--- config.mk ---
export PLATFORM = sky130hd
export DESIGN_NAME = two_wire_seq
export DESIGN_NICKNAME = d
export VERILOG_FILES = /design/src/rtl/two_wire_seq_pkg.sv /design/src/rtl/seq_slot_ctr.sv /design/src/rtl/seq_shifter.sv /design/src/rtl/two_wire_seq.sv
export SDC_FILE = /design/constraint.sdc
export NUM_CORES = 1
export LEC_CHECK = 0
export BUFFER_PORTS_ARGS = -buffer_cell sky130_fd_sc_hd__buf_2
export CAP_MARGIN = 15
export CORE_ASPECT_RATIO = 1.75
export CORE_MARGIN = 3
export CORE_UTILIZATION = 50
export CTS_BUF_LIST = sky130_fd_sc_hd__clkbuf_16
export DETAILED_ROUTE_END_ITERATION = 8
export PLACE_DENSITY = 0.78
export SKIP_LAST_GASP = 1
export SLEW_MARGIN = 20
export SYNTH_ARGS = -nofsm -noshare
export SYNTH_HDL_FRONTEND = slang
export SYNTH_SLANG_ARGS = --single-unit
--- constraint.sdc ---
create_clock -name clk -period 4.3 [get_ports clk]
set_input_delay 1.29 -clock clk [delete_from_list [all_inputs] [get_ports clk]]
set_output_delay 1.29 -clock clk [all_outputs]
set_load 0.05 [all_outputs]
--- src/rtl/two_wire_seq_pkg.sv ---
package two_wire_seq_pkg;
  localparam logic [7:0] OP_XMIT = 8'b10001001;
  localparam logic [7:0] OP_RECV = 8'b10010010;
  typedef enum logic {MODE_XMIT = 1'b0, MODE_RECV = 1'b1} seq_mode_t;
endpackage

--- src/rtl/seq_slot_ctr.sv ---
module seq_slot_ctr #(
  parameter int NSLOT = 12,
  localparam int SW = $clog2(NSLOT + 1)
) (
  input  logic          clk,
  input  logic          rst,
  input  logic          launch,
  output logic [SW-1:0] slot,
  output logic          busy
);
  localparam logic [SW-1:0] LAST = SW'(NSLOT);

  always_ff @(posedge clk) begin
    if (rst) slot <= '0;
    else if (slot == '0) begin
      if (launch) slot <= SW'(1);
    end else if (slot == LAST) slot <= '0;
    else slot <= slot + SW'(1);
  end

  assign busy = (slot != '0);

  assert_slot_range_R10: assert property (@(posedge clk) disable iff (rst)
    slot <= LAST);
  assert_slot_step_R10: assert property (@(posedge clk) disable iff (rst)
    (busy && slot != LAST) |=> (slot == $past(slot) + SW'(1)));
endmodule

--- src/rtl/seq_shifter.sv ---
module seq_shifter #(
  parameter int W = 8
) (
  input  logic         clk,
  input  logic         rst,
  input  logic         load,
  input  logic [W-1:0] load_val,
  input  logic         shift_en,
  input  logic         sdi,
  output logic [W-1:0] value
);
  always_ff @(posedge clk) begin
    if (rst) value <= '0;
    else if (load) value <= load_val;
    else if (shift_en) value <= {value[W-2:0], sdi};
  end

  assert_shift_in_R6: assert property (@(posedge clk) disable iff (rst)
    (!load && shift_en) |=> (value[0] == $past(sdi)));
endmodule

--- src/rtl/two_wire_seq.sv ---
module two_wire_seq
  import two_wire_seq_pkg::*;
#(
  parameter int DATA_W = 8,
  localparam int NSLOT = DATA_W + 4,
  localparam int SW = $clog2(NSLOT + 1)
) (
  input  logic              clk,
  input  logic              rst,
  input  logic              start,
  input  logic [7:0]        opcode,
  input  logic              acc_load,
  input  logic [DATA_W-1:0] acc_wdata,
  output logic [DATA_W-1:0] acc_q,
  input  logic              sdi,
  output logic              sdo,
  output logic              sclk_en,
  output logic              drive_en,
  output logic              busy,
  output logic              fetch
);
  localparam logic [SW-1:0] S_START = SW'(1);
  localparam logic [SW-1:0] S_DLAST = SW'(DATA_W + 1);
  localparam logic [SW-1:0] S_ACK   = SW'(DATA_W + 2);
  localparam logic [SW-1:0] S_STOP  = SW'(DATA_W + 3);
  localparam logic [SW-1:0] S_FETCH = SW'(NSLOT);

  logic [SW-1:0]     slot;
  logic [DATA_W-1:0] sh;
  seq_mode_t         mode;
  logic              op_ok, launch, in_data, in_frame, is_ack;

  assign op_ok  = (opcode == OP_XMIT) || (opcode == OP_RECV);
  assign launch = start && !busy && op_ok;

  seq_slot_ctr #(.NSLOT(NSLOT)) u_ctr (
    .clk(clk), .rst(rst), .launch(launch), .slot(slot), .busy(busy)
  );

  assign in_data  = busy && (slot > S_START) && (slot <= S_DLAST);
  assign in_frame = busy && (slot <= S_STOP);
  assign is_ack   = busy && (slot == S_ACK);
  assign fetch    = busy && (slot == S_FETCH);

  seq_shifter #(.W(DATA_W)) u_sh (
    .clk(clk), .rst(rst), .load(launch), .load_val(acc_q),
    .shift_en(in_data), .sdi(sdi), .value(sh)
  );

  always_ff @(posedge clk) begin
    if (rst) mode <= MODE_XMIT;
    else if (launch) mode <= (opcode == OP_RECV) ? MODE_RECV : MODE_XMIT;
  end

  always_ff @(posedge clk) begin
    if (rst) acc_q <= '0;
    else if (fetch && mode == MODE_RECV) acc_q <= sh;
    else if (acc_load && !busy && !launch) acc_q <= acc_wdata;
  end

  always_comb begin
    sclk_en  = in_frame;
    drive_en = 1'b0;
    sdo      = 1'b1;
    if (mode == MODE_XMIT) begin
      drive_en = in_frame;
      if (in_data) sdo = sh[DATA_W-1];
      else if (in_frame && !is_ack) sdo = 1'b0;
    end else if (is_ack) begin
      drive_en = 1'b1;
      sdo      = 1'b0;
    end
  end

  assert_idle_quiet_R1: assert property (@(posedge clk) disable iff (rst)
    !busy |-> (!sclk_en && !drive_en && sdo));
  assert_acc_hold_R8: assert property (@(posedge clk) disable iff (rst)
    ($past(busy) && busy) |-> $stable(acc_q));
  assert_fetch_end_R10: assert property (@(posedge clk) disable iff (rst)
    fetch |=> !busy);
  assert_recv_drive_R7: assert property (@(posedge clk) disable iff (rst)
    (busy && mode == MODE_RECV && drive_en) |-> (slot == S_ACK && !sdo));
  assert_no_restart_R9: assert property (@(posedge clk) disable iff (rst)
    (busy && !fetch) |=> (busy && $stable(mode)));
endmodule

; ---- After elaboration in Yosys (flattened, before gate mapping)
; Cells that the tools add are included.
[totals]
input_bits = 21
elab_cells = 46
reg_bits = 21
[op_classes]
n_reduce_logical = 19
n_mux = 14
n_lt_le_gt_ge = 3
n_eq_ne = 5
addsub = 1
[ops]
columns = cell, n
row1 = 2-to-1 mux 8 bit, 4
row2 = "equality test 8 bit, second input constant", 2
row3 = 2-to-1 mux 4 bit, 3
row4 = logical AND 1 bit, 11
row5 = "equality test 4 bit, second input constant", 2
row6 = "less-or-equal comparator 4 bit, second input constant", 2
row7 = 2-to-1 mux 1 bit, 7
row8 = "adder 4 x 1 -> 4 bit, second input constant", 1
row9 = "greater-than comparator 4 x 1 -> 1 bit, second input constant", 1
row10 = logical NOT 4 bit, 1
row11 = nonzero test 2 bit, 2
row12 = nonzero test 4 bit, 1
row13 = logical NOT 1 bit, 3
row14 = "!= test 2 bit, second input constant", 1
row15 = logical OR 1 bit, 1

; ---- Logic depth before layout (Yosys ltp)
; Gate-level depths: netlist of run 1.
[logic_depth]
word_depth = 8
mapped_depth = 8
depth_no_buf = 6

; ---- By module
; Synthesis of run 1 repeated with hierarchy kept, for this count alone.
[unflattened]
cells_unflattened = 124
area_unflattened_um2 = 1203.7
[by_module_without_submodules]
columns = mod, n_inst, cells_each, seq_area_each_um2, area_per_inst_um2
row1 = two_wire_seq, 1, 65, 180.2, 608.1
row2 = seq_shifter, 1, 35, 160.2, 369.1
row3 = seq_slot_ctr, 1, 24, 80.1, 226.5

; ---- Worst setup path after synthesis of run 1
; No wires, ideal clock.
[synth_path]
path_type = reg-to-output
from = register u_ctr.slot[0]
to = output port drive_en
path_stages_with_launch = 6
slack_ns = 0.125
arrival_ns = 2.885
cell_sequence = dfxtp_1 > inv_1 > ha_1 > nor3b_4 > a21oi_1 > a21boi_0
[synth_via]
elab_cells_between_ends = 7
cone_classes = order compare (1) / eq/ne (1) / mux (2) / reduce/logical (3)
[synth_rtl]
columns = item, line_no
row1 = "start, declared", seq_slot_ctr.sv:8  ; output logic [SW-1:0] slot,
row2 = "start signal, assigned", seq_slot_ctr.sv:18  ; else slot <= slot + SW'(1);
row3 = less-or-equal comparator 4 bit or nonzero test 4 bit (tied branches), "two_wire_seq.sv:41, seq_slot_ctr.sv:21"
row4 = logical AND 1 bit (*), two_wire_seq.sv:41  ; assign in_frame = busy && (slot <= S_STOP);
row5 = named net sclk_en, two_wire_seq.sv:17  ; output logic sclk_en,
row6 = 2-to-1 mux 1 bit (*), two_wire_seq.sv:65  ; if (mode == MODE_XMIT) begin
row7 = "end, declared", two_wire_seq.sv:18  ; output logic drive_en,
; Mark *: on every way through the listed nets, which the timed path passes. The rest lies on a longest branch.

; ---- Final worst setup path of run 1
[layout_path]
from = register u_ctr.slot[0]
to = output port sdo
[layout_via]
elab_chain_cells = 7
elab_cells_between_ends = 15
cone_classes = order compare (3) / eq/ne (1) / mux (4) / reduce/logical (7)
[layout_rtl]
columns = item, line_no
row1 = "parallel branches: the longest is 6 deep, another holds less-or-equal comparator 4 bit", n/a
row2 = 2-to-1 mux 1 bit (*), two_wire_seq.sv:65
row3 = "end, declared", two_wire_seq.sv:16  ; output logic sdo,
; Mark *: on every way between the ends.

==> reports/qor.csv, run 1 <==
stage;metric;value;unit
pwr;max-vdd-ir-drop;337;uV
global_routing;grt_usage;0.214;
finish;final_cell_mix;buf_2, dfxtp_1, mux2i_1, a211oi_1, a21oi_1;
clock_network;clock_latency;0.25;ns
yosys;synth_edf_count;0;
yosys;yosysWarnings;0;
place;post_dp_cell_area;1430;sq um
finish;design_area;1510;sq um
timing;finalWorstSetupSlack;0.706;ns
pwr;pwr_density_cell;552;nW/um^2
clock_network;cts_resized;0;
finish;mostFrequentLayoutCell;buf_2;
die;die_area;3240;sq um
yosys;ys_seq_area_frac;0.327;
timing;rsz0062_at_grt;false;
global_routing;antenna_found_initial;0;
run;cap_viol_max_count;0;
die;die_y;73.1;microns
die;core-area;2360;sq um
clock_network;root_buffer;clkbuf_16;
die;start_util;0.545;
global_routing;grt_overflow;0;
clock_network;htreeDepth;1;
routing;first_iter_violations;27;
finish;fin_nets;185;
clock_network;cts_tree;built;
timing;drv_slew;0;
yosys;synth_seq_cells;21;
timing;post-route-period-util;0.836;
finish;drive_gt1_frac;0.296;
clock_network;ctsHoldBuffers;0;
routing;drt-pass1-iter-count;4;
finish;final_core_util;0.639;
clock_network;cts_made_buffers;3;
critical_path;setup.worst_path.class;reg -> out;
timing;fmax;0.278;GHz
pwr;p_sw_frac;0.435;
place;io_buffers;33;
yosys;ys_types;39;
yosys;postSynthAreaPerCell;9.74;sq um
pwr;p_comb_frac;0.476;
min_path;hp-class;reg -> reg;
critical_path;endpoint_kind;output port;
place;pre_cts_slack;0.994;ns
finish;n_antenna_cell;0;
die;die_x;44.3;microns
routing;drc_errors;0;
yosys;syn_inst;132;
timing;finalCriticalPeriod;3.59;ns
yosys;netlist_top_cells_area;dfxtp_1, mux2i_1, a211oi_1, a221oi_1, ha_1;
global_routing;grt_max_degree;23;
yosys;synthArstFlopShare;0;
clock_network;cts_setup_buffers;0;
place;place_congestion;0.842;
routing;routed_wl;3140;microns
pwr;p_int;470;uW
timing;finalHoldViolCount;0;
routing;via_per_inst;6.27;
timing;fin_skew;0.00191;ns
place;hpwl;2320;microns
yosys;synth_nets;157;
yosys;synth_top_area_cell;dfxtp_1;
timing;tightest_slew;0.712;ns
yosys;synthFlopType;dfxtp_1;
min_path;whs_path_depth;2;
pwr;total_power;832;uW
min_path;min-delay-start;acc_q[4];
routing;wl_per_cell;17.1;microns
die;rows;23;
timing;relSlewSlack;0.524;
critical_path;startpoint;u_ctr.slot[0];
status;outcome;complete, no violations;
critical_path;arrival;2.30;ns
timing;fin_tns_setup;0;ns
routing;detail-route-antenna-nets;0;
clock_network;cts.path.max_buffers;2;
pwr;switchingPower;362;uW
critical_path;cp_max_fo;11;
pwr;power.leakage;0.656;nW
global_routing;grt_pass1_vias;1211;
pwr;pwr-share-clk;0.232;
global_routing;grt_pass1_wl;5350;microns
critical_path;rr_worst_depth;5;
critical_path;start_kind;register;
finish;fill_cells;205;
critical_path;r2r_start;u_ctr.slot[0];
routing;vias;1153;
critical_path;cp.required;3.01;ns
pwr;seq_power_share;0.292;
clock_network;cts_sinks;21;
yosys;yosysTopAreaCellShare;0.327;
finish;area.growth.synth_to_final;17.2;%
clock_network;clk_pin_slew;0.05;ns
timing;setup-violations-final;0;
die;io_pins;34;
yosys;mappedNetlistArea;1290;sq um
==> registers in the layout, indices dropped and copies added (netlist names) <==
| register | flops |
|---|---|
| mode | 1 |
| acc_q | 8 |
| u_ctr.slot | 4 |
| u_sh.value | 8 |
==> synthesized netlist by cell type (2+ instances only) <==
library cell,n
dfxtp_1,21
buf_2,4
clkbuf_1,3
a21oi_1,9
a211oi_1,14
and4bb_2,2
buf_4,3
ha_1,4
nand2_1,5
nor2_1,8
a221oi_1,7
o21ai_0,5
nand4_1,2
inv_1,5
nand3_1,3
mux2i_1,14
==> power by group through the flow <==
| stage | clock network (mW) | registers (mW) | logic [mW] |
|---|---|---|---|
| 2_1_floorplan | 0 | 0.298 | 0.266 |
| 3_3_place_gp | 0 | 0.244 | 0.388 |
| 3_5_place_dp | 0 | 0.246 | 0.395 |
| 4_1_cts | 0.195 | 0.242 | 0.398 |
| 5_1_grt | 0.203 | 0.247 | 0.424 |
| 6_report | 0.193 | 0.243 | 0.396 |
==> layer usage <==
layer | wire, microns | global-route usage | share of wire
met5 | 0 | 0 | 0
met2 | 1760 | 0.398 | 0.56
met4 | 43 | 0.0772 | 0.014
met3 | 99 | 0.0272 | 0.032
met1 | 1240 | 0.238 | 0.39
==> layout make-up <==
cell class              instances  area [sq um]  share of cell area
clock buffers                   3          75.1              0.0498
clock inverters                 1          3.75             0.00249
inverters                       5          18.8              0.0124
multi-input cells              96           793               0.526
flip-flops and latches         21           420               0.279
well taps                      25          31.3              0.0207
repair buffers                 33           165               0.110
==> cells by family (layout without fill, tap and decap cells) <==
group,count (synthesis),count (layout),share of synthesized area
compound gates,45,45,0.279
simple gates,31,31,0.160
flops,21,21,0.327
mux,15,15,0.118
buf+inv,15,42,0.0564
fa+ha+maj,4,4,0.0389
xor+xnor,1,1,0.0214
==> metrics by stage <==
stage / cells / hold WS (ns)
after detailed placement: 180 / 0.510
after global routing: 184 / 0.545
after global placement: 180 / 0.500
after floorplan: 132 / 0.473
after CTS: 184 / 0.521
final: 184 / 0.522
==> worst max-delay path, cell delays in order (launching register included) <==
cell and delay [ns]:
dfxtp_1 0.41, inv_1 0.12, ha_1 0.34, or3b_2 0.49, a31oi_1 0.17, o32ai_1 0.10
o21ai_0 0.14, buf_2 0.28
==> worst paths after layout <==
check                                     end  slack [ns]
worst max-delay path                      sdo        0.71
worst min-delay path            u_sh.value[4]        0.52
worst max register to register       acc_q[6]        1.93
worst min register to register  u_sh.value[4]        0.52
(Power assumes the default switching activity.)
==> inputs of run 2 (changes only) <==
clock period = 3.6 ns   (was 4.3 ns; I/O delays follow)
==> run 2 against run 1 <==
Combinational power rose by 20%. Wire length fell by 1.8%. Global-route usage fell by 1.1 points. Critical path depth did not move. Highest routed layer unchanged.
==> reports/qor.csv, run 2 (same netlist as run 1, synthesis figures left out) <==
stage;metric;value;unit
status;outcome;complete, no violations;
clock_network;cts.path.max_buffers;2;
clock_network;cts_tree;built;
die;rows;23;
die;start_util;0.545;
finish;fill_cells;213;
global_routing;grt_max_degree;23;
critical_path;critPathMaxStageDelay;0.49;ns
timing;post-route-period-util;0.940;
clock_network;ctsHoldBuffers;0;
clock_network;cts_setup_buffers;0;
finish;final_cell_mix;buf_2, dfxtp_1, mux2i_1, a211oi_1, a21oi_1;
critical_path;crit_family;simple AND/OR/NAND/NOR gates;
global_routing;grt_pass1_vias;1162;
die;die_x;44.3;microns
place;hpwl;2290;microns
timing;relSlewSlack;0.527;
die;die_area;3240;sq um
critical_path;cp_max_fo;11;
timing;drv_slew;0;
die;core-area;2360;sq um
clock_network;clk_pin_slew;0.05;ns
place;io_buffers;33;
pwr;pwr_density_cell;658;nW/um^2
routing;drt-pass1-iter-count;6;
timing;fmax;0.295;GHz
finish;area.growth.synth_to_final;17.2;%
routing;via_per_inst;6.13;
clock_network;clock_latency;0.25;ns
clock_network;root_buffer;clkbuf_16;
min_path;hp-class;reg -> reg;
min_path;whs_path_depth;2;
routing;wl_per_cell;16.8;microns
routing;drc_errors;0;
finish;n_antenna_cell;0;
clock_network;cts_sinks;21;
routing;detail-route-antenna-nets;0;
finish;design_area;1510;sq um
finish;drive_gt1_frac;0.296;
routing;first_iter_violations;33;
critical_path;r2r_start;u_ctr.slot[0];
timing;tightest_slew;0.708;ns
pwr;power.leakage;0.657;nW
critical_path;start_kind;register;
die;io_pins;34;
critical_path;arrival;2.30;ns
min_path;min-delay-start;acc_q[5];
routing;routed_wl;3080;microns
pwr;max-vdd-ir-drop;494;uV
global_routing;antenna_found_initial;0;
timing;setup-violations-final;0;
finish;fin_nets;185;
critical_path;r2r_end;acc_q[6];
critical_path;endpoint_kind;output port;
timing;finalHoldViolCount;0;
timing;rsz0062_at_grt;false;
critical_path;setup.worst_path.class;reg -> out;
critical_path;rr_worst_depth;5;
global_routing;grt_pass1_wl;5090;microns
clock_network;cts_resized;0;
routing;vias;1128;
critical_path;r2r_slack;1.25;ns
clock_network;cts_made_buffers;3;
run;cap_viol_max_count;0;
place;place_congestion;0.859;
finish;reg.largest.list;acc_q (8), u_sh.value (8), u_ctr.slot (4);
finish;mostFrequentLayoutCell;buf_2;
critical_path;critPathBufInv;2;
critical_path;cp_cell_sequence;inv_1 > ha_1 > or3b_2 > a31oi_1 > o32ai_1 > o21ai_1 > buf_2;
die;die_y;73.1;microns
timing;fin_skew;0.00194;ns
timing;finalCriticalPeriod;3.38;ns
finish;final_core_util;0.639;
min_path;hold_end;u_sh.value[5];
place;post_dp_cell_area;1430;sq um
clock_network;htreeDepth;1;
global_routing;grt_overflow;0;
critical_path;cp.required;2.52;ns
global_routing;grt_usage;0.204;
critical_path;crit_path_top_delay_cell;or3b_2;
run 2: cell count changes in the layout (fill, tap and decap cells not counted):
cell | before | now
a21boi_0 | 1 | 0
a21boi_1 | 0 | 1
o21ai_0 | 5 | 4
o21ai_1 | 0 | 1
run 2: worst max-delay path by stage:
stage | startpoint | to | cells after the start
floorplan | u_ctr.slot[0] | drive_en | 5
global placement | u_ctr.slot[0] | sdo | 7
detailed placement | u_ctr.slot[0] | sdo | 7
CTS | u_ctr.slot[0] | sdo | 7
global route | u_ctr.slot[0] | sdo | 7
finish | u_ctr.slot[0] | sdo | 7
run 2: layout make-up:
| cell class | instances | area, sq um | share of cell area |
|---|---|---|---|
| multi-input combinational | 96 | 793 | 0.526 |
| sequential | 21 | 420 | 0.279 |
| timing repair buffer | 33 | 165 | 0.110 |
| clock buffer | 3 | 75.1 | 0.0498 |
| tap | 25 | 31.3 | 0.0207 |
| inverter | 5 | 18.8 | 0.0124 |
| clock inverter | 1 | 3.75 | 0.00249 |
run 2: routing by layer:
metal  wire length [microns]  up-vias  global-route usage
li1                        -      561                   -
met3                      86        6              0.0272
met1                    1200      536               0.226
met2                    1740       25               0.377
met5                       0        -                   0
met4                      51        0              0.0738
run 2: where the power goes:
part | switching [mW] | internal, mW
sequential | 0.0281 | 0.263
combinational | 0.322 | 0.152
clock | 0.0793 | 0.148
total | 0.429 | 0.563
run 2: per-stage QoR:
step	setup slack (ns)	hold WS (ns)	TNS [ns]	power (mW)	std cells
global placement	0.596	0.496	0	0.759	180
floorplan	-0.0173	0.473	-0.0173	0.675	132
finish	0.216	0.513	0	0.992	184
global route	0.0798	0.536	0	1.05	184
detailed placement	0.485	0.507	0	0.769	180
CTS	0.215	0.515	0	0.996	184
run 2: worst reg2reg max path, delay by kind of cell, from the launching register on:
kind / cells / cell delay, ns
AND/OR/NAND/NOR: 1 / 0.63
adder cells (fa/ha/maj): 1 / 0.39
AO/OA/AOI/OAI: 1 / 0.37
multiplexers: 1 / 0.37
flip-flops: 1 / 0.36
buffers and inverters: 1 / 0.11
